## config.mk

```make
export PLATFORM = sky130hd
export DESIGN_NAME = mbx_irq_ctrl
export DESIGN_NICKNAME = d
export VERILOG_FILES = /design/src/rtl/mic_pkg.sv /design/src/rtl/mic_level_cmp.sv /design/src/rtl/mic_status_bank.sv /design/src/rtl/mbx_irq_ctrl.sv
export SDC_FILE = /design/constraint.sdc
export NUM_CORES = 1
export LEC_CHECK = 0
export ABC_AREA = 1
export BUFFER_PORTS_ARGS = -buffer_cell sky130_fd_sc_hd__buf_2
export CAP_MARGIN = 20
export CORE_UTILIZATION = 44
export CTS_BUF_LIST = sky130_fd_sc_hd__clkbuf_8
export CTS_CLUSTER_SIZE = 16
export DETAILED_ROUTE_END_ITERATION = 8
export GPL_TIMING_DRIVEN = 0
export PLACE_DENSITY = 0.93
export SLEW_MARGIN = 20
export SYNTH_ARGS = -nofsm -noshare
export SYNTH_HDL_FRONTEND = slang
export SYNTH_SLANG_ARGS = --single-unit
```

## constraint.sdc

```tcl
create_clock -name clk -period 1.4 [get_ports clk]
set_input_delay 0.21 -clock clk [delete_from_list [all_inputs] [get_ports clk]]
set_output_delay 0.21 -clock clk [all_outputs]
set_load 0.02 [all_outputs]
```

## src/rtl/mic_pkg.sv

```systemverilog
package mic_pkg;
  localparam int unsigned ADDR_W = 3;
  localparam int unsigned N_SRC  = 3;

  // status / enable / pending bit positions
  localparam int unsigned B_SND = 0;
  localparam int unsigned B_RCV = 1;
  localparam int unsigned B_ERR = 2;

  typedef enum logic [ADDR_W-1:0] {
    A_SND_THR = 3'd0,
    A_RCV_THR = 3'd1,
    A_STATUS  = 3'd2,
    A_ENABLE  = 3'd3,
    A_PEND    = 3'd4
  } mic_addr_e;
endpackage

```

## src/rtl/mic_level_cmp.sv

```systemverilog
// Level-versus-threshold comparator with a registered flag and rise detect.
// ABOVE=1: flag when level > thr. ABOVE=0: flag when level <= thr.
module mic_level_cmp #(
  parameter int unsigned TH_W  = 4,
  parameter int unsigned LVL_W = TH_W + 1,
  parameter bit          ABOVE = 1'b1
) (
  input  logic             clk,
  input  logic             rst,
  input  logic [LVL_W-1:0] level,
  input  logic [TH_W-1:0]  thr,
  output logic             act_q,
  output logic             rise
);
  logic [LVL_W-1:0] thr_ext;
  logic             act_now;

  assign thr_ext = {{(LVL_W-TH_W){1'b0}}, thr};

  generate
    if (ABOVE) begin : g_above
      assign act_now = (level > thr_ext);
    end else begin : g_at_or_below
      assign act_now = (level <= thr_ext);
    end
  endgenerate

  assign rise = act_now & ~act_q;

  always_ff @(posedge clk) begin
    if (rst) act_q <= 1'b0;
    else     act_q <= act_now;
  end

  // a detected rise must be visible on the registered flag next cycle
  p_rise_flag_r4: assert property (@(posedge clk) disable iff (rst)
    rise |=> act_q);
endmodule

```

## src/rtl/mic_status_bank.sv

```systemverilog
// Sticky status bits (set on event, write-1 clear, set wins), enable mask, irq.
module mic_status_bank #(
  parameter int unsigned N = 3
) (
  input  logic         clk,
  input  logic         rst,
  input  logic [N-1:0] set_ev,
  input  logic         clr_we,
  input  logic [N-1:0] clr_mask,
  input  logic         en_we,
  input  logic [N-1:0] en_wdata,
  output logic [N-1:0] sts_q,
  output logic [N-1:0] en_q,
  output logic         irq_q
);
  genvar gi;
  generate
    for (gi = 0; gi < N; gi++) begin : g_bit
      always_ff @(posedge clk) begin
        if (rst)                           sts_q[gi] <= 1'b0;
        else if (set_ev[gi])               sts_q[gi] <= 1'b1;
        else if (clr_we && clr_mask[gi])   sts_q[gi] <= 1'b0;
      end

      p_set_wins_r7: assert property (@(posedge clk) disable iff (rst)
        set_ev[gi] |=> sts_q[gi]);
      p_w1c_clear_r6: assert property (@(posedge clk) disable iff (rst)
        (clr_we && clr_mask[gi] && !set_ev[gi]) |=> !sts_q[gi]);
      p_hold_set_r6: assert property (@(posedge clk) disable iff (rst)
        (sts_q[gi] && !(clr_we && clr_mask[gi])) |=> sts_q[gi]);
      p_no_spurious_r4: assert property (@(posedge clk) disable iff (rst)
        (!sts_q[gi] && !set_ev[gi]) |=> !sts_q[gi]);
    end
  endgenerate

  always_ff @(posedge clk) begin
    if (rst)        en_q <= '0;
    else if (en_we) en_q <= en_wdata;
  end

  always_ff @(posedge clk) begin
    if (rst) irq_q <= 1'b0;
    else     irq_q <= |(sts_q & en_q);
  end

  p_irq_masked_r9: assert property (@(posedge clk) disable iff (rst)
    (en_q == '0) |=> !irq_q);
endmodule

```

## src/rtl/mbx_irq_ctrl.sv

```systemverilog
module mbx_irq_ctrl
  import mic_pkg::*;
#(
  parameter int unsigned DEPTH  = 16,
  parameter int unsigned ERR_W  = 2,
  parameter int unsigned DATA_W = 32,
  localparam int unsigned TH_W  = $clog2(DEPTH),
  localparam int unsigned LVL_W = TH_W + 1
) (
  input  logic              clk,
  input  logic              rst,
  input  logic [LVL_W-1:0]  snd_level,
  input  logic [LVL_W-1:0]  rcv_level,
  input  logic [ERR_W-1:0]  err_evt,
  input  logic              reg_we,
  input  logic [ADDR_W-1:0] reg_addr,
  input  logic [DATA_W-1:0] reg_wdata,
  output logic [DATA_W-1:0] reg_rdata,
  output logic              snd_act,
  output logic              rcv_act,
  output logic              irq
);
  logic [TH_W-1:0]  snd_thr_q, rcv_thr_q;
  logic             snd_rise, rcv_rise;
  logic [N_SRC-1:0] set_ev, sts, en, pend;
  logic             wr_sts, wr_en;
  logic [DATA_W-1:0] unused_wdata_hi;

  assign unused_wdata_hi = reg_wdata;

  // threshold registers
  always_ff @(posedge clk) begin
    if (rst) begin
      snd_thr_q <= '0;
      rcv_thr_q <= '0;
    end else if (reg_we) begin
      if (reg_addr == A_SND_THR) snd_thr_q <= reg_wdata[TH_W-1:0];
      if (reg_addr == A_RCV_THR) rcv_thr_q <= reg_wdata[TH_W-1:0];
    end
  end

  mic_level_cmp #(.TH_W(TH_W), .LVL_W(LVL_W), .ABOVE(1'b0)) u_snd_cmp (
    .clk(clk), .rst(rst), .level(snd_level), .thr(snd_thr_q),
    .act_q(snd_act), .rise(snd_rise));

  mic_level_cmp #(.TH_W(TH_W), .LVL_W(LVL_W), .ABOVE(1'b1)) u_rcv_cmp (
    .clk(clk), .rst(rst), .level(rcv_level), .thr(rcv_thr_q),
    .act_q(rcv_act), .rise(rcv_rise));

  always_comb begin
    set_ev        = '0;
    set_ev[B_SND] = snd_rise;
    set_ev[B_RCV] = rcv_rise;
    set_ev[B_ERR] = |err_evt;
  end

  assign wr_sts = reg_we && (reg_addr == A_STATUS);
  assign wr_en  = reg_we && (reg_addr == A_ENABLE);

  mic_status_bank #(.N(N_SRC)) u_bank (
    .clk(clk), .rst(rst), .set_ev(set_ev),
    .clr_we(wr_sts), .clr_mask(reg_wdata[N_SRC-1:0]),
    .en_we(wr_en), .en_wdata(reg_wdata[N_SRC-1:0]),
    .sts_q(sts), .en_q(en), .irq_q(irq));

  assign pend = sts & en;

  // registered read port
  always_ff @(posedge clk) begin
    if (rst) reg_rdata <= '0;
    else begin
      reg_rdata <= '0;
      case (mic_addr_e'(reg_addr))
        A_SND_THR: reg_rdata[TH_W-1:0]  <= snd_thr_q;
        A_RCV_THR: reg_rdata[TH_W-1:0]  <= rcv_thr_q;
        A_STATUS:  reg_rdata[N_SRC-1:0] <= sts;
        A_ENABLE:  reg_rdata[N_SRC-1:0] <= en;
        A_PEND:    reg_rdata[N_SRC-1:0] <= pend;
        default:   reg_rdata <= '0;
      endcase
    end
  end

  p_err_sets_r5: assert property (@(posedge clk) disable iff (rst)
    (|err_evt) |=> sts[B_ERR]);
  p_level_range_r1: assert property (@(posedge clk) disable iff (rst)
    (snd_level <= LVL_W'(DEPTH)) && (rcv_level <= LVL_W'(DEPTH)));
  p_thr_write_r3: assert property (@(posedge clk) disable iff (rst)
    (reg_we && reg_addr == A_RCV_THR) |=> (rcv_thr_q == $past(reg_wdata[TH_W-1:0])));
endmodule

```

==> impl_metrics.json <==
{
  "antenna_left": 0,
  "syn_inst": 187,
  "yosysTopAreaCellShare_pct": 31.34,
  "path_buf_inv": 2,
  "die_area_sq_um": 3273,
  "fin_hold_ws_ns": 0.1591,
  "ios": 85,
  "drtIter0Drc": 49,
  "worstPathArrival_ns": 1.43,
  "critPathKind": "reg2reg",
  "cts.clk_slew.worst_paths_ns": 0.07,
  "drc_errors": 5,
  "yosysUniqueCellTypes": 22,
  "drtPass1Iterations": 8,
  "cts_tree": "done",
  "required_ns": 1.56,
  "total_leakage_power_nw": 0.8796,
  "initial_core_util_pct": 47.41,
  "vias_per_cell": 4.569,
  "die_x_um": 57.21,
  "crit_path_start_kind": "register",
  "max-vdd-ir-drop_uv": 611.5,
  "core_sq_um": 2829,
  "power.density_nw_per_um2": 804.0,
  "cp.depth": 9,
  "cts_sinks": 21,
  "yosys.area.top_type": "dfxtp_1",
  "grt_pass1_wl_um": 4257,
  "hpwlAfterDp_um": 2124,
  "clk_latency_ns": 0.26,
  "numCtsBuffers": 3,
  "cts-root-to-sink-buffers": 2,
  "hold_path_depth": 2,
  "nets": 304,
  "period_minus_slack_ns": 1.268,
  "cpPeakStageDelay_ns": 0.33,
  "hold_viol": 0,
  "slowest_stage": "dfxtp_2",
  "failed_checks": "DRC",
  "gp_congestion": 0.8421,
  "grtUsageTotal_pct": 16.65,
  "syn_to_final_growth_pct": 25.09,
  "synth_area_sq_um": 1341,
  "place_area_sq_um": 1617,
  "grt_overflow_total": 0,
  "crit_fanout": 2,
  "grt_max_degree": 12,
  "use_met1_pct": 21.13,
  "grt.busiest_layer": "met2",
  "use_met3_pct": 4.989,
  "setup_violations": 0,
  "antenna_cells": 0,
  "critPathMostFrequentCell": "nand3_1",
  "status": "finished, violations left",
  "fin_area_sq_um": 1678,
  "ctsRootBufferMaster": "clkbuf_8",
  "r2r_cells": 9,
  "critical_path.endpoint_type": "register",
  "drv_cap": 0,
  "finalWirelength_um": 2631,
  "htree_num_levels": 1,
  "clock_skew_ns": 0.004555,
  "yosysSeqAreaShare_pct": 31.34,
  "ys_ff_latch": 21,
  "rows": 19,
  "grt_pass1_vias": 1026,
  "setup_tns_ns": 0,
  "num_vias": 1261,
  "fin_crit_sh_pct": 90.56,
  "die_h_um": 57.21,
  "synth_area_per_cell_sq_um": 7.173,
  "yosys_warnings": 0,
  "portBuffers": 27,
  "cpLargestDelayFamily": "simple AND/OR/NAND/NOR gates",
  "rsz0062_at_grt": "no",
  "crit_chain": "inv_1 > ha_1 > inv_1 > nor2_2 > nand3_1 > nand3_1 > nand2_1 > nand3_1 > nand2_1",
  "grt_antenna_before_repair": 0,
  "hold_path_class": "in2reg",
  "clock.fmax_ghz": 0.7888,
  "drive_above_1_share_pct": 28.98,
  "slew_viol_final": 0,
  "wire_per_inst_um": 9.533,
  "use_met2_pct": 26.72,
  "synthTopCellsByArea": "dfxtp_1 (31%), buf_4 (16%), nand2_1 (9.0%), ha_1 (7.5%), nand3_1 (7.5%)"
}
## per-stage QoR
step | util [%] | power (W) | setup WS (ns) | cells
6_report | 59.31 | 0.001349 | 0.1322 | 276
4_1_cts | 58.74 | 0.001347 | 0.06234 | 276
3_3_place_gp | 57.14 | 0.0009603 | 0.1328 | 272
2_1_floorplan | - | 0.0008918 | 0.2092 | 214
3_5_place_dp | 57.14 | 0.0009688 | 0.08207 | 272
5_1_grt | 59.31 | 0.001422 | 0.005948 | 276
## cell usage after synthesis (all sizes together)
master and count:
nand2 35, buf 29, inv 23, dfxtp 21, nand3 20, nor2 16, a21oi 14, ha 8
o21ai 8, nand4 6, nor3 2, a21boi 1, and2 1, clkbuf 1, clkinv 1, conb 1
## power breakdown
group	switching, W	leakage (nW)	internal, W
combinational	0.000194	0.681	0.000128
sequential	0.0000185	0.172	0.000623
clock	0.000190	0.0269	0.000195
total	0.000402	0.880	0.000947
## layout make-up
type / count / area [sq um]
tap: 31 / 38.79
fill: 281 / 1151
clock buffer: 3 / 41.29
timing repair buffer: 27 / 135.1
inverter: 24 / 90.09
buffer: 30 / 219.0
sequential: 21 / 421.7
clock inverter: 1 / 3.754
multi-input combinational: 139 / 728.2
## logic make-up after synthesis
kind of cell	synth area share, %
buffers and inverters	23.04
other	0.2796
flip-flops	31.34
AND/OR/NAND/NOR	29.11
adder cells (fa/ha/maj)	7.463
AO/OA/AOI/OAI	8.769
## placed cells by master (no fill, tap or decap), types with 7 or more instances in the layout
cell type	n
conb_1	28
dfxtp_1	20
nor2_1	13
o21ai_0	8
buf_2	28
a21oi_1	14
nand3_1	20
inv_1	22
nand2_1	32
buf_4	28
ha_1	7
## metal layers
layer | wire length, um | part of all wire (%) | vias up
li1 | - | - | 663
met3 | 173 | 6.6 | 8
met5 | 0 | 0 | -
met2 | 1253 | 48 | 42
met4 | 51 | 1.9 | 0
met1 | 1153 | 44 | 548
## state kept, by name (all words and copies together) (netlist names)
| register | count |
|---|---|
| rcv_thr_q | 4 |
| reg_rdata | 4 |
| snd_thr_q | 4 |
| u_bank.en_q | 3 |
| u_bank.sts_q | 3 |
| u_bank.irq_q | 1 |
| u_rcv_cmp.act_q | 1 |
| u_snd_cmp.act_q | 1 |
## final timing paths
path	start	endpoint	slack, ns
max	snd_thr_q[3]$_SDFFE_PP0P_	u_bank.sts_q[0]$_SDFFE_PP0P_	0.13
max reg2reg	snd_thr_q[3]$_SDFFE_PP0P_	u_bank.sts_q[0]$_SDFFE_PP0P_	0.13
min reg2reg	rcv_thr_q[3]$_SDFFE_PP0P_	reg_rdata[3]$_SDFF_PP0_	0.47
min	rst	rcv_thr_q[0]$_SDFFE_PP0P_	0.16
## repair_timing
item	in CTS	in global routing
resized for setup	0	3
endpoints found under the setup margin	0	2
hold buffers	0	0
setup buffers	0	0
No activity file was read; power rests on OpenSTA's default activity.
